[config.mk]
export PLATFORM = sky130hd
export DESIGN_NAME = tx_box_arbiter
export DESIGN_NICKNAME = d
export VERILOG_FILES = /design/src/rtl/tba_pkg.sv /design/src/rtl/tba_req_store.sv /design/src/rtl/tba_key_gen.sv /design/src/rtl/tba_scan.sv /design/src/rtl/tx_box_arbiter.sv
export SDC_FILE = /design/constraint.sdc
export NUM_CORES = 1
export LEC_CHECK = 0
export ABC_CLOCK_PERIOD_IN_PS = 48400
export BUFFER_PORTS_ARGS = -buffer_cell sky130_fd_sc_hd__buf_2
export CAP_MARGIN = 30
export CORE_MARGIN = 3
export CORE_UTILIZATION = 40
export CTS_CLUSTER_DIAMETER = 80
export CTS_CLUSTER_SIZE = 8
export DETAILED_ROUTE_END_ITERATION = 8
export GPL_ROUTABILITY_DRIVEN = 1
export PLACE_DENSITY = 0.69
export SLEW_MARGIN = 20
export SYNTH_ARGS = -nofsm -noshare
export SYNTH_HDL_FRONTEND = slang
export SYNTH_HIERARCHICAL = 1
export SYNTH_SLANG_ARGS = --single-unit
[constraint.sdc]
create_clock -name clk -period 48.4 [get_ports clk]
set_clock_uncertainty 0.05 [all_clocks]
set_input_delay 2.42 -clock clk [delete_from_list [all_inputs] [get_ports clk]]
set_output_delay 2.42 -clock clk [all_outputs]
set_load 0.05 [all_outputs]
[src/rtl/tba_pkg.sv]
package tba_pkg;
  localparam int ID_W  = 29;
  localparam int STD_W = 11;
  localparam int LOW_W = ID_W - STD_W;
  localparam int KEY_W = ID_W + 1;

  // Rank key: smaller value wins arbitration.
  // {top 11 bits, format bit (short = 0), low 18 bits (0 for short)}
  function automatic logic [KEY_W-1:0] rank_key(input logic ext, input logic [ID_W-1:0] id);
    logic [KEY_W-1:0] k;
    if (ext) k = {id[ID_W-1 -: STD_W], 1'b1, id[LOW_W-1:0]};
    else     k = {id[STD_W-1:0], 1'b0, {LOW_W{1'b0}}};
    return k;
  endfunction
endpackage

[src/rtl/tba_req_store.sv]
module tba_req_store #(
  parameter int NBOX = 16
) (
  input  logic            clk,
  input  logic            rst_n,
  input  logic [NBOX-1:0] set_mask,
  input  logic [NBOX-1:0] clr_mask,
  output logic [NBOX-1:0] flags
);
  always_ff @(posedge clk or negedge rst_n) begin
    if (!rst_n) flags <= '0;
    else        flags <= (flags & ~clr_mask) | set_mask;
  end


  set_sticky_chk: assert property (@(posedge clk) disable iff (!rst_n)
    (set_mask != '0) |=> ((flags & $past(set_mask)) == $past(set_mask)));


  clear_only_chk: assert property (@(posedge clk) disable iff (!rst_n)
    1'b1 |=> ((~flags & $past(flags) & ~$past(clr_mask)) == '0));
endmodule

[src/rtl/tba_key_gen.sv]
module tba_key_gen
  import tba_pkg::*;
#(
  parameter int NBOX = 16,
  localparam int CNT_W = $clog2(NBOX + 1)
) (
  input  logic [NBOX-1:0]       flags,
  input  logic [CNT_W-1:0]      box_cnt,
  input  logic [NBOX-1:0]       box_ext,
  input  logic [NBOX*ID_W-1:0]  box_id,
  output logic [NBOX-1:0]       cand,
  output logic [NBOX*KEY_W-1:0] keys
);
  for (genvar i = 0; i < NBOX; i++) begin : g_box
    assign cand[i] = flags[i] && (i < int'(box_cnt));
    assign keys[i*KEY_W +: KEY_W] = rank_key(box_ext[i], box_id[i*ID_W +: ID_W]);
  end
endmodule

[src/rtl/tba_scan.sv]
module tba_scan
  import tba_pkg::*;
#(
  parameter int NBOX = 16,
  localparam int IDX_W = $clog2(NBOX)
) (
  input  logic [NBOX-1:0]       cand,
  input  logic [NBOX*KEY_W-1:0] keys,
  output logic                  win_valid,
  output logic [IDX_W-1:0]      win_idx
);
  logic [KEY_W-1:0] best;

  // Ascending scan with strict compare: ties keep the lower index.
  always_comb begin
    win_valid = 1'b0;
    win_idx   = '0;
    best      = '1;
    for (int i = 0; i < NBOX; i++) begin
      if (cand[i] && (!win_valid || keys[i*KEY_W +: KEY_W] < best)) begin
        win_valid = 1'b1;
        win_idx   = IDX_W'(i);
        best      = keys[i*KEY_W +: KEY_W];
      end
    end
  end
endmodule

[src/rtl/tx_box_arbiter.sv]
module tx_box_arbiter
  import tba_pkg::*;
#(
  parameter int NBOX = 16,
  localparam int IDX_W = $clog2(NBOX),
  localparam int CNT_W = $clog2(NBOX + 1)
) (
  input  logic                  clk,
  input  logic                  rst_n,
  input  logic [CNT_W-1:0]      box_cnt,
  input  logic [NBOX-1:0]       box_ext,
  input  logic [NBOX*ID_W-1:0]  box_id,
  input  logic [NBOX-1:0]       req_set,
  input  logic                  tx_start,
  input  logic                  tx_done,
  input  logic                  tx_ok,
  output logic [NBOX-1:0]       req_flags,
  output logic                  sel_valid,
  output logic [IDX_W-1:0]      sel_idx,
  output logic                  busy,
  output logic [IDX_W-1:0]      cur_box
);
  logic [NBOX-1:0]       cand;
  logic [NBOX*KEY_W-1:0] keys;
  logic                  win_valid;
  logic [IDX_W-1:0]      win_idx;
  logic                  start_acc;
  logic                  done_acc;
  logic                  done_ok;
  logic [NBOX-1:0]       clr_mask;

  tba_req_store #(.NBOX(NBOX)) u_store (
    .clk(clk), .rst_n(rst_n), .set_mask(req_set), .clr_mask(clr_mask), .flags(req_flags)
  );

  tba_key_gen #(.NBOX(NBOX)) u_keys (
    .flags(req_flags), .box_cnt(box_cnt), .box_ext(box_ext), .box_id(box_id),
    .cand(cand), .keys(keys)
  );

  tba_scan #(.NBOX(NBOX)) u_scan (
    .cand(cand), .keys(keys), .win_valid(win_valid), .win_idx(win_idx)
  );

  assign sel_valid = win_valid && !busy;
  assign sel_idx   = win_idx;
  assign start_acc = tx_start && sel_valid;
  assign done_acc  = tx_done && busy;
  assign done_ok   = done_acc && tx_ok;
  assign clr_mask  = done_ok ? (NBOX'(1) << cur_box) : '0;

  always_ff @(posedge clk or negedge rst_n) begin
    if (!rst_n) begin
      busy    <= 1'b0;
      cur_box <= '0;
    end else if (start_acc) begin
      busy    <= 1'b1;
      cur_box <= sel_idx;
    end else if (done_acc) begin
      busy    <= 1'b0;
    end
  end


  start_lock_chk: assert property (@(posedge clk) disable iff (!rst_n)
    start_acc |=> (busy && cur_box == $past(sel_idx)));


  hold_box_chk: assert property (@(posedge clk) disable iff (!rst_n)
    (busy && !tx_done) |=> (busy && $stable(cur_box) && !sel_valid));


  ok_clear_chk: assert property (@(posedge clk) disable iff (!rst_n)
    (done_ok && !req_set[cur_box]) |=> (!busy && !req_flags[$past(cur_box)]));


  fail_keep_chk: assert property (@(posedge clk) disable iff (!rst_n)
    (done_acc && !tx_ok) |=> (!busy && req_flags[$past(cur_box)]));


  sel_range_chk: assert property (@(posedge clk) disable iff (!rst_n)
    sel_valid |-> (int'(sel_idx) < int'(box_cnt) && req_flags[sel_idx]));


  idle_start_chk: assert property (@(posedge clk) disable iff (!rst_n)
    (!busy && !sel_valid) |=> !busy);
endmodule

; After elaboration in Yosys (flattened, before gate mapping)
; Cells that the tools add are included.
[op_classes]
reduce_logical = 67
n_lt_le_gt_ge = 31
shift = 1
n_mux = 65
bitwise_logic = 3
[ops]
columns = op, n
row1 = $mux 30, 31
row2 = $lt 30x30->1, 15
row3 = $lt 4x5->1 const A, 8
row4 = $logic_and 1x1->1, 35
row5 = $mux 4, 8
row6 = $lt 3x5->1 const A, 4
row7 = $mux 1, 19
row8 = $and 16x16->16, 1
row9 = $logic_not 1->1, 16
row10 = $mux 16, 1
row11 = $not 16->16, 1
row12 = $or 16x16->16, 1
row13 = $shl 1x4->16 const A, 1
row14 = $logic_or 1x1->1, 15
row15 = $mux 3, 4
row16 = $lt 1x5->1 const A, 2
row17 = $lt 2x5->1 const A, 2
row18 = $mux 2, 2
row19 = $reduce_bool 2->1, 1
[totals]
out_inout_bits = 26
regBits = 21
input_bits = 506

; Logic depth before layout (Yosys ltp)
; Gate-level depths: netlist (run 1).
[depth]
ltp_word = 66
mapped_depth = 253
depth_no_buf = 224

; Cells and area by module
; The synthesis (run 1) kept the hierarchy.
[by_module_without_submodules]
columns = module, seq_area_each_um2, area_each_um2, n_inst, cells_each
row1 = tba_scan, 0.0, 17376.7, 1, 2566
row2 = tba_key_gen, 0.0, 4335.4, 1, 560
row3 = tba_req_store, 400.4, 580.6, 1, 48
row4 = tx_box_arbiter, 125.1, 410.4, 1, 41

; Worst setup path before layout (run 1)
; OpenSTA, ideal clock, no wires.
[synth_timing]
path_kind = input to output
startpoint = in box_cnt[4]
endpoint = out sel_idx[0]
cell_stages = 232
required_time_ps = 45930
t_arrival_ps = 42914
setup_slack_ps = 3016
cell_sequence = buf_6 -> or2_4 -> o41a_1 -> clkbuf_1 -> clkbuf_1 -> nor2b_1 -> ha_1 -> nand4_1 -> nor3_1 -> nand4_1 -> nor3_1 -> o41a_1 -> buf_2 -> buf_1 -> nor2_1 -> a21oi_1 -> inv_1 -> ha_1 -> [... 196 more ...] -> mux2_4 -> ha_1 -> a21o_1 -> a21oi_1 -> nor2b_1 -> o21ai_0 -> nand2b_1 -> a21oi_1 -> nor2b_1 -> o21ai_0 -> nand2b_1 -> a221o_1 -> a21o_1 -> a21oi_1 -> o211ai_1 -> o21ai_0 -> nor2_1 -> mux2i_1
[synth_via]
elab_chain_cells = 63
word_cells_on_any_way = 137
cone_classes = order compare: 31 / mux: 45 / reduce/logical: 61
[synth_lines]
columns = element, line
row1 = start: declaration, tx_box_arbiter.sv:10  ; input logic [CNT_W-1:0] box_cnt,
row2 = $lt 1x5->1 (*), tba_key_gen.sv:15  ; assign cand[i] = flags[i] && (i < int'(box_cnt));
row3 = $logic_and 1x1->1 (*), tba_key_gen.sv:15
row4 = net cand[0], tx_box_arbiter.sv:23  ; logic [NBOX-1:0] cand;
row5 = $mux 30 / $mux 1 (equally long branches), tba_scan.sv:20  ; if (cand[i] && (!win_valid || keys[i*KEY_W +: KEY_W] < best)) begin
row6 = $lt 30x30->1 / $logic_not 1->1 (equally long branches), tba_scan.sv:20
row7 = $logic_or 1x1->1, tba_scan.sv:20
row8 = $logic_and 1x1->1, tba_scan.sv:20
row9 = $mux 30 / $mux 1 (equally long branches), tba_scan.sv:20
row10 = [... 48 more ...], --
row11 = $lt 30x30->1 / $logic_not 1->1 (equally long branches), tba_scan.sv:20
row12 = $logic_or 1x1->1, tba_scan.sv:20
row13 = $logic_and 1x1->1, tba_scan.sv:20
row14 = $mux 30 / $mux 1 (equally long branches), tba_scan.sv:20
row15 = $lt 30x30->1 / $logic_not 1->1 (equally long branches), tba_scan.sv:20
row16 = $logic_or 1x1->1, tba_scan.sv:20
row17 = $logic_and 1x1->1, tba_scan.sv:20
row18 = $mux 4 (*), tba_scan.sv:20
row19 = end: declaration, tx_box_arbiter.sv:19  ; output logic [IDX_W-1:0] sel_idx,
; Mark *: on every way through the listed nets, which the timed path passes. The rest lies on a longest branch.

; Worst setup path after layout (run 1)
[layout_timing]
startpoint = in box_cnt[4]
endpoint = out sel_idx[2]
; The elaborated chain is that of the path after synthesis.

==> results of run 1 <==
-- worst reg2reg max path, delay by kind of cell, from the launching register on --
| kind | cells | cell delay (ns) |
|---|---|---|
| AO/OA/AOI/OAI | 104 | 20.78 |
| adder cells (fa/ha/maj) | 17 | 5.15 |
| buffers and inverters | 21 | 3.46 |
| flip-flops | 1 | 0.38 |
| multiplexers | 7 | 1.94 |
| AND/OR/NAND/NOR | 65 | 9.07 |
-- registers in the layout (all words and copies together) (netlist names) --
signal / cells
busy: 1
cur_box: 4
u_store/flags: 16
-- per-stage QoR --
| stage | cells | utilization | worst slack, ns | TNS, ns |
|---|---|---|---|---|
| finish | 4398 | 0.474 | 2.63 | 0 |
| global route | 4394 | 0.474 | -0.218 | -0.601 |
| CTS | 4364 | 0.466 | 0.340 | 0 |
| detailed placement | 4360 | 0.465 | 0.440 | 0 |
| global placement | 4360 | 0.465 | 1.27 | 0 |
| floorplan | 3215 | - | 3.02 | 0 |
-- cells in the final DEF (no fill, tap or decap), drive strengths merged, types with 38 or more instances in the layout --
master / count
o21ai: 207
nand3: 42
nor2b: 68
nor2: 256
and2: 300
nor3: 41
ha: 383
inv: 336
a21o: 115
nand4: 58
nand2b: 38
nand2: 214
buf: 578
a21oi: 284
mux2: 303
-- layout make-up --
class	instances	area [um^2]	area share
antenna	6	15.0	0.000569
timing repair buffer	578	3140	0.119
tap	748	936	0.0355
inverter	337	1260	0.0480
clock inverter	1	5.00	0.000190
clock buffer	3	75.1	0.00285
sequential	21	526	0.0199
multi-input combinational	2704	20400	0.774
-- final timing paths --
kind / from / to
setup / recovery: box_cnt[4] / sel_idx[2]
hold / removal: u_store/flags[15] / u_store/flags[15]
setup reg to reg: u_store/flags[0] / cur_box[2]
hold reg to reg: u_store/flags[15] / u_store/flags[15]
max in group asynchronous: rst_n / u_store/flags[2]
min in group asynchronous: rst_n / u_store/flags[8]
-- repair_timing --
item	in CTS	in global routing
hold buffers	0	0
setup endpoints to repair	0	8
buffers inserted	0	19
gates resized for setup	0	39
-- routing by layer --
layer  part of all wire  track usage  vias up
li1                   -            -    12280
met1               0.43        0.375    11183
met2               0.45        0.474     1056
met3              0.083       0.0567      156
met4              0.032       0.0833        6
met5            0.00039            0        -
-- cell families (layout without fill, tap and decap cells) --
family	after synthesis	after routing
AND/OR/NAND/NOR	1120	1122
AO/OA/AOI/OAI	817	820
buffers and inverters	495	919
adder cells (fa/ha/maj)	396	396
multiplexers	337	337
XOR/XNOR	29	29
flip-flops	21	21
other	0	6
==> results.yml, run 1 <==
status:
  outcome: "complete, no violations"
drt:
  antenna_violating_nets_post_route: 0
  detail_route.iter0.violations: 1811
  vias: 24681
  wire_per_inst_um: 20.9
  finalWirelength_mm: 91.8
  drc_errors: 0
  via_per_inst: 5.61
  dr.pass1.iters: 5
synthesis:
  synth-xor-area-share: 0.0112
  synth_top_area_frac: 0.211
  synth.cell_area_mm2: 0.0227
  synthTopCellsByArea: "sky130_fd_sc_hd__ha_1 21%, sky130_fd_sc_hd__mux2_2 13%, sky130_fd_sc_hd__and2_1 8.2%, sky130_fd_sc_hd__a21oi_1 6.2%, sky130_fd_sc_hd__inv_1 5.6%"
  synth_top_family_by_area: "simple AND/OR/NAND/NOR gates"
  postSynth.asyncResetShare: 1.00
  syn_nets: 4104
  yosys.cell_types.count: 111
  synthAdderAreaFrac: 0.217
  ys_ff_latch: 21
  yosysWarningCount: 6
  yosys.area_share.simple: 0.260
  yosys-mux-area-fraction: 0.170
  postSynthAreaPerCell_um2: 7.06
  synthTopCellsByCount: "383 x sky130_fd_sc_hd__ha_1, 336 x sky130_fd_sc_hd__inv_1, 298 x sky130_fd_sc_hd__and2_1, 281 x sky130_fd_sc_hd__a21oi_1, 269 x sky130_fd_sc_hd__mux2_2"
  synthDominantAreaCellType: "sky130_fd_sc_hd__ha_1"
  yosysMostFrequentCell: "sky130_fd_sc_hd__ha_1"
  synthCells: 3215
  count_of_flip_flops_with_a_built_in_enable_after_synthesis: 0
  synthFlopType: "sky130_fd_sc_hd__dfrtp_1"
  register_area_share_after_synthesis: 0.0231
  compound_cell_area_share_of_the_yosys_netlist: 0.230
global_route:
  maximum_number_of_pins_on_one_net_before_global_route_repair: 56
  antenna_found_initial: 7
  first_pass_grt_wire_length_mm: 134
  globalRoute.totalOverflow: 0
  number_of_global_route_vias_before_repair: 23128
  globalRouteTotalUtil: 0.286
worst_setup_path:
  highest_cell_delay_on_the_worst_timing_path_ns: 0.63
  timing.critical_path.to_type: "output pin"
  cp.required_ns: 45.93
  setup.worst_path.start_class: "input port"
  critPathBufInv: 23
  reg2reg_depth: 214
  worstSetupPathDepth: 217
  worstPathArrival_ns: 43.30
  path_delay_family: "compound AO/OA/AOI/OAI gates"
  slowest_stage: "sky130_fd_sc_hd__or4b_4"
  cp_max_fo: 54
  setup.worst_path.class: "input port to output pin"
  r2r_slack_ns: 7.51
  critical_path_s_most_frequent_cell: "sky130_fd_sc_hd__a21oi_1"
final_layout:
  layout-drive-gt1-share: 0.267
  finalInstanceArea_mm2: 0.0264
  fill_cells: 5700
  final_net_count: 4534
  syn_to_final_growth_pct: 16.2
hold_path:
  hold_path_class: "flip-flop to flip-flop"
  whs_path_depth: 1
clock_tree:
  cts_tree: "built"
  numClockSinks: 21
  cts.clk_slew.worst_paths_ns: 0.07
  ctsRootBufferMaster: "sky130_fd_sc_hd__clkbuf_16"
  cts_buffer_depth: 2
  clock_latency_ns: 0.28
  numCtsBuffers: 3
  total_number_of_h_tree_levels: 1
floorplanning:
  dieWidth_um: 244
  core_area_mm2: 0.0556
  row_count: 86
  starting_density: 0.408
  design.die.area_mm2: 0.0597
  die-height_um: 244
  pin_count: 532
sta:
  slew-limit-headroom: 0.324
  maxSlewViolCount: 0
  final.min_clock_period_ns: 45.77
  tightestPinTransition_ns: 1.00
  finalSetupViolations: 0
  hold-worst-slack_ns: 0.443
  final_min_period_over_clock_period: 0.946
  fmaxAchievable_ghz: 0.0218
  finalHoldViolCount: 0
placed_design:
  gp_congestion: 1.01
  post-dp-hpwl_mm: 79.5
  placedInstanceArea_mm2: 0.0259
  place.port_buffers: 531
run:
  drv_cap: 0
Power of run 1 is left out: the tool's default activity adds up to more than one toggle a clock period on the data nets, which glitch-free logic cannot reach.
==> run 2, diff against run 1 <==
--- a/config.mk
+++ b/config.mk
@@ -5,7 +5,6 @@
 export SDC_FILE = /design/constraint.sdc
 export NUM_CORES = 1
 export LEC_CHECK = 0
-export ABC_CLOCK_PERIOD_IN_PS = 48400
 export BUFFER_PORTS_ARGS = -buffer_cell sky130_fd_sc_hd__buf_2
 export CAP_MARGIN = 30
 export CORE_MARGIN = 3
@@ -15,6 +14,7 @@
 export DETAILED_ROUTE_END_ITERATION = 8
 export GPL_ROUTABILITY_DRIVEN = 1
 export PLACE_DENSITY = 0.69
+export RECOVER_POWER = 100
 export SLEW_MARGIN = 20
 export SYNTH_ARGS = -nofsm -noshare
 export SYNTH_HDL_FRONTEND = slang
==> run 2 against run 1 <==
Critical path depth shrank 3. Non-clock buffer count unchanged. Cell count is essentially flat. Die area unchanged. Fmax about the same. The run now ends with max-capacitance violations, max-slew violations left. Design area decreased by 0.29%. Worst hold slack better by 0.0046 ns. First-iteration DRC count up 2.0%. Sequential share of layout area hardly changed. Register-to-register slack lost 0.07 ns. Flip-flop and latch count is the same. Worst setup slack worse by 0.041 ns.
==> results.yml, run 2 (synthesis gave the netlist of run 1 again) <==
floorplanning:
  pin_count: 532
  dieWidth_um: 244
  core_area_mm2: 0.0556
  design.die.area_mm2: 0.0597
  starting_density: 0.408
  die-height_um: 244
  row_count: 86
final_layout:
  mostFrequentLayoutCell: "sky130_fd_sc_hd__buf_2"
  layout.cells.most_common_list: "503 x sky130_fd_sc_hd__buf_2, 383 x sky130_fd_sc_hd__ha_1, 336 x sky130_fd_sc_hd__inv_1"
  registers.top_by_ff_count: "u_store/flags"
  largest_register_ff_count: 16
  fill_cells: 5717
  layout-drive-gt1-share: 0.260
  syn_to_final_growth_pct: 15.9
  biggestRegsByFlops: "u_store/flags x16, cur_box x4, busy x1"
  final_net_count: 4534
  final_cells: 4396
global_route:
  globalRouteTotalUtil: 0.286
  number_of_global_route_vias_before_repair: 23128
  first_pass_grt_wire_length_mm: 134
  maximum_number_of_pins_on_one_net_before_global_route_repair: 56
  antenna_found_initial: 7
  globalRoute.totalOverflow: 0
placed_design:
  dpl.cell_count: 4360
  gp_congestion: 1.01
  place.port_buffers: 531
  post-dp-hpwl_mm: 79.5
worst_setup_path:
  critical_path_s_most_frequent_cell: "sky130_fd_sc_hd__a21oi_1"
  cp.required_ns: 45.93
  critPathBufInv: 25
  rr_startpoint: "u_store/flags[0]"
  highest_cell_delay_on_the_worst_timing_path_ns: 0.62
  r2r_slack_ns: 7.44
  timing.rr.end: "cur_box[2]"
  worstPathArrival_ns: 43.34
  slowest_stage: "sky130_fd_sc_hd__or4b_4"
  cp_max_fo: 54
  setup.worst_path.class: "input port to output pin"
  setup.worst_path.start_class: "input port"
  timing.critical_path.to_type: "output pin"
  path_delay_family: "compound AO/OA/AOI/OAI gates"
  reg2reg_depth: 210
drt:
  antenna_violating_nets_post_route: 0
  finalWirelength_mm: 91.8
  via_per_inst: 5.60
  dr.pass1.iters: 5
  detail_route.iter0.violations: 1847
  drc_errors: 0
  wire_per_inst_um: 20.9
  vias: 24639
status:
  outcome: "finished, violations left"
  failed_checks: "max-capacitance violations, max-slew violations"
sta:
  fmaxAchievable_ghz: 0.0218
  finalSetupViolations: 0
  finalHoldViolCount: 0
  final_min_period_over_clock_period: 0.946
  maxSlewViolCount: 22
  final.min_clock_period_ns: 45.81
  tightestPinTransition_ns: 1.59
  slew-limit-headroom: -0.0617
clock_tree:
  numCtsBuffers: 3
  total_number_of_h_tree_levels: 1
  ctsRootBufferMaster: "sky130_fd_sc_hd__clkbuf_16"
  numClockSinks: 21
  cts.clk_slew.worst_paths_ns: 0.07
  cts_tree: "built"
  cts_buffer_depth: 2
  clock_latency_ns: 0.28
hold_path:
  hp-start: "u_store/flags[15]"
  hold_path_class: "flip-flop to flip-flop"
  whs_path_depth: 1
  worst_hold_path.endpoint: "u_store/flags[15]"
run:
  drv_cap: 1
==> run 2: area by class of cell <==
class,count,area (um^2),share of cell area
diodes,4,10.0,0.000381
clock inverters,1,5.00,0.000190
clock buffers,3,75.1,0.00285
repair buffers,578,3110,0.118
flip-flops and latches,21,526,0.0200
well taps,748,936,0.0356
inverters,337,1260,0.0481
multi-input cells,2704,20400,0.775
==> run 2: worst register-to-register path: cells and delay by family, from the launching register on <==
| family | cells | cell delay, ns |
|---|---|---|
| compound gates | 97 | 20.15 |
| fa+ha+maj | 17 | 5.06 |
| buf+inv | 23 | 3.90 |
| flops | 1 | 0.38 |
| mux | 7 | 1.94 |
| simple gates | 66 | 9.50 |
==> run 2: worst max-delay path by stage <==
stage / start / endpoint / depth (start not counted)
3_5_place_dp: box_cnt[4] / sel_idx[0] / 207
3_3_place_gp: box_cnt[4] / sel_idx[0] / 201
5_1_grt: box_cnt[4] / sel_idx[2] / 215
4_1_cts: box_cnt[4] / sel_idx[0] / 207
2_1_floorplan: box_cnt[4] / sel_idx[0] / 232
6_report: box_cnt[4] / sel_idx[0] / 214
==> run 2: timing repair <==
action                                  4_1_cts  5_1_grt
resized for setup                             0       39
setup buffers                                 0       19
hold buffers                                  0        0
endpoints found under the setup margin        0        8
==> run 2: per-stage QoR <==
stage	TNS [ns]	hold WS, ns	util	cell area [um^2]	worst slack [ns]
after floorplan	0	0.764	-	22700	3.02
after global placement	0	0.425	0.465	25900	1.27
after detailed placement	0	0.429	0.465	25900	0.440
after CTS	0	0.445	0.466	25900	0.340
after global routing	-0.602	0.486	0.473	26300	-0.218
final	0	0.448	0.473	26300	2.59
==> run 2: per-layer routing <==
layer,part of all wire,GRT usage,up-vias
met4,0.032,0.0833,6
met1,0.43,0.375,11190
li1,-,-,12277
met3,0.081,0.0567,150
met2,0.45,0.474,1016
met5,0.00039,0,-
Power of run 2 is left out for the same reason.
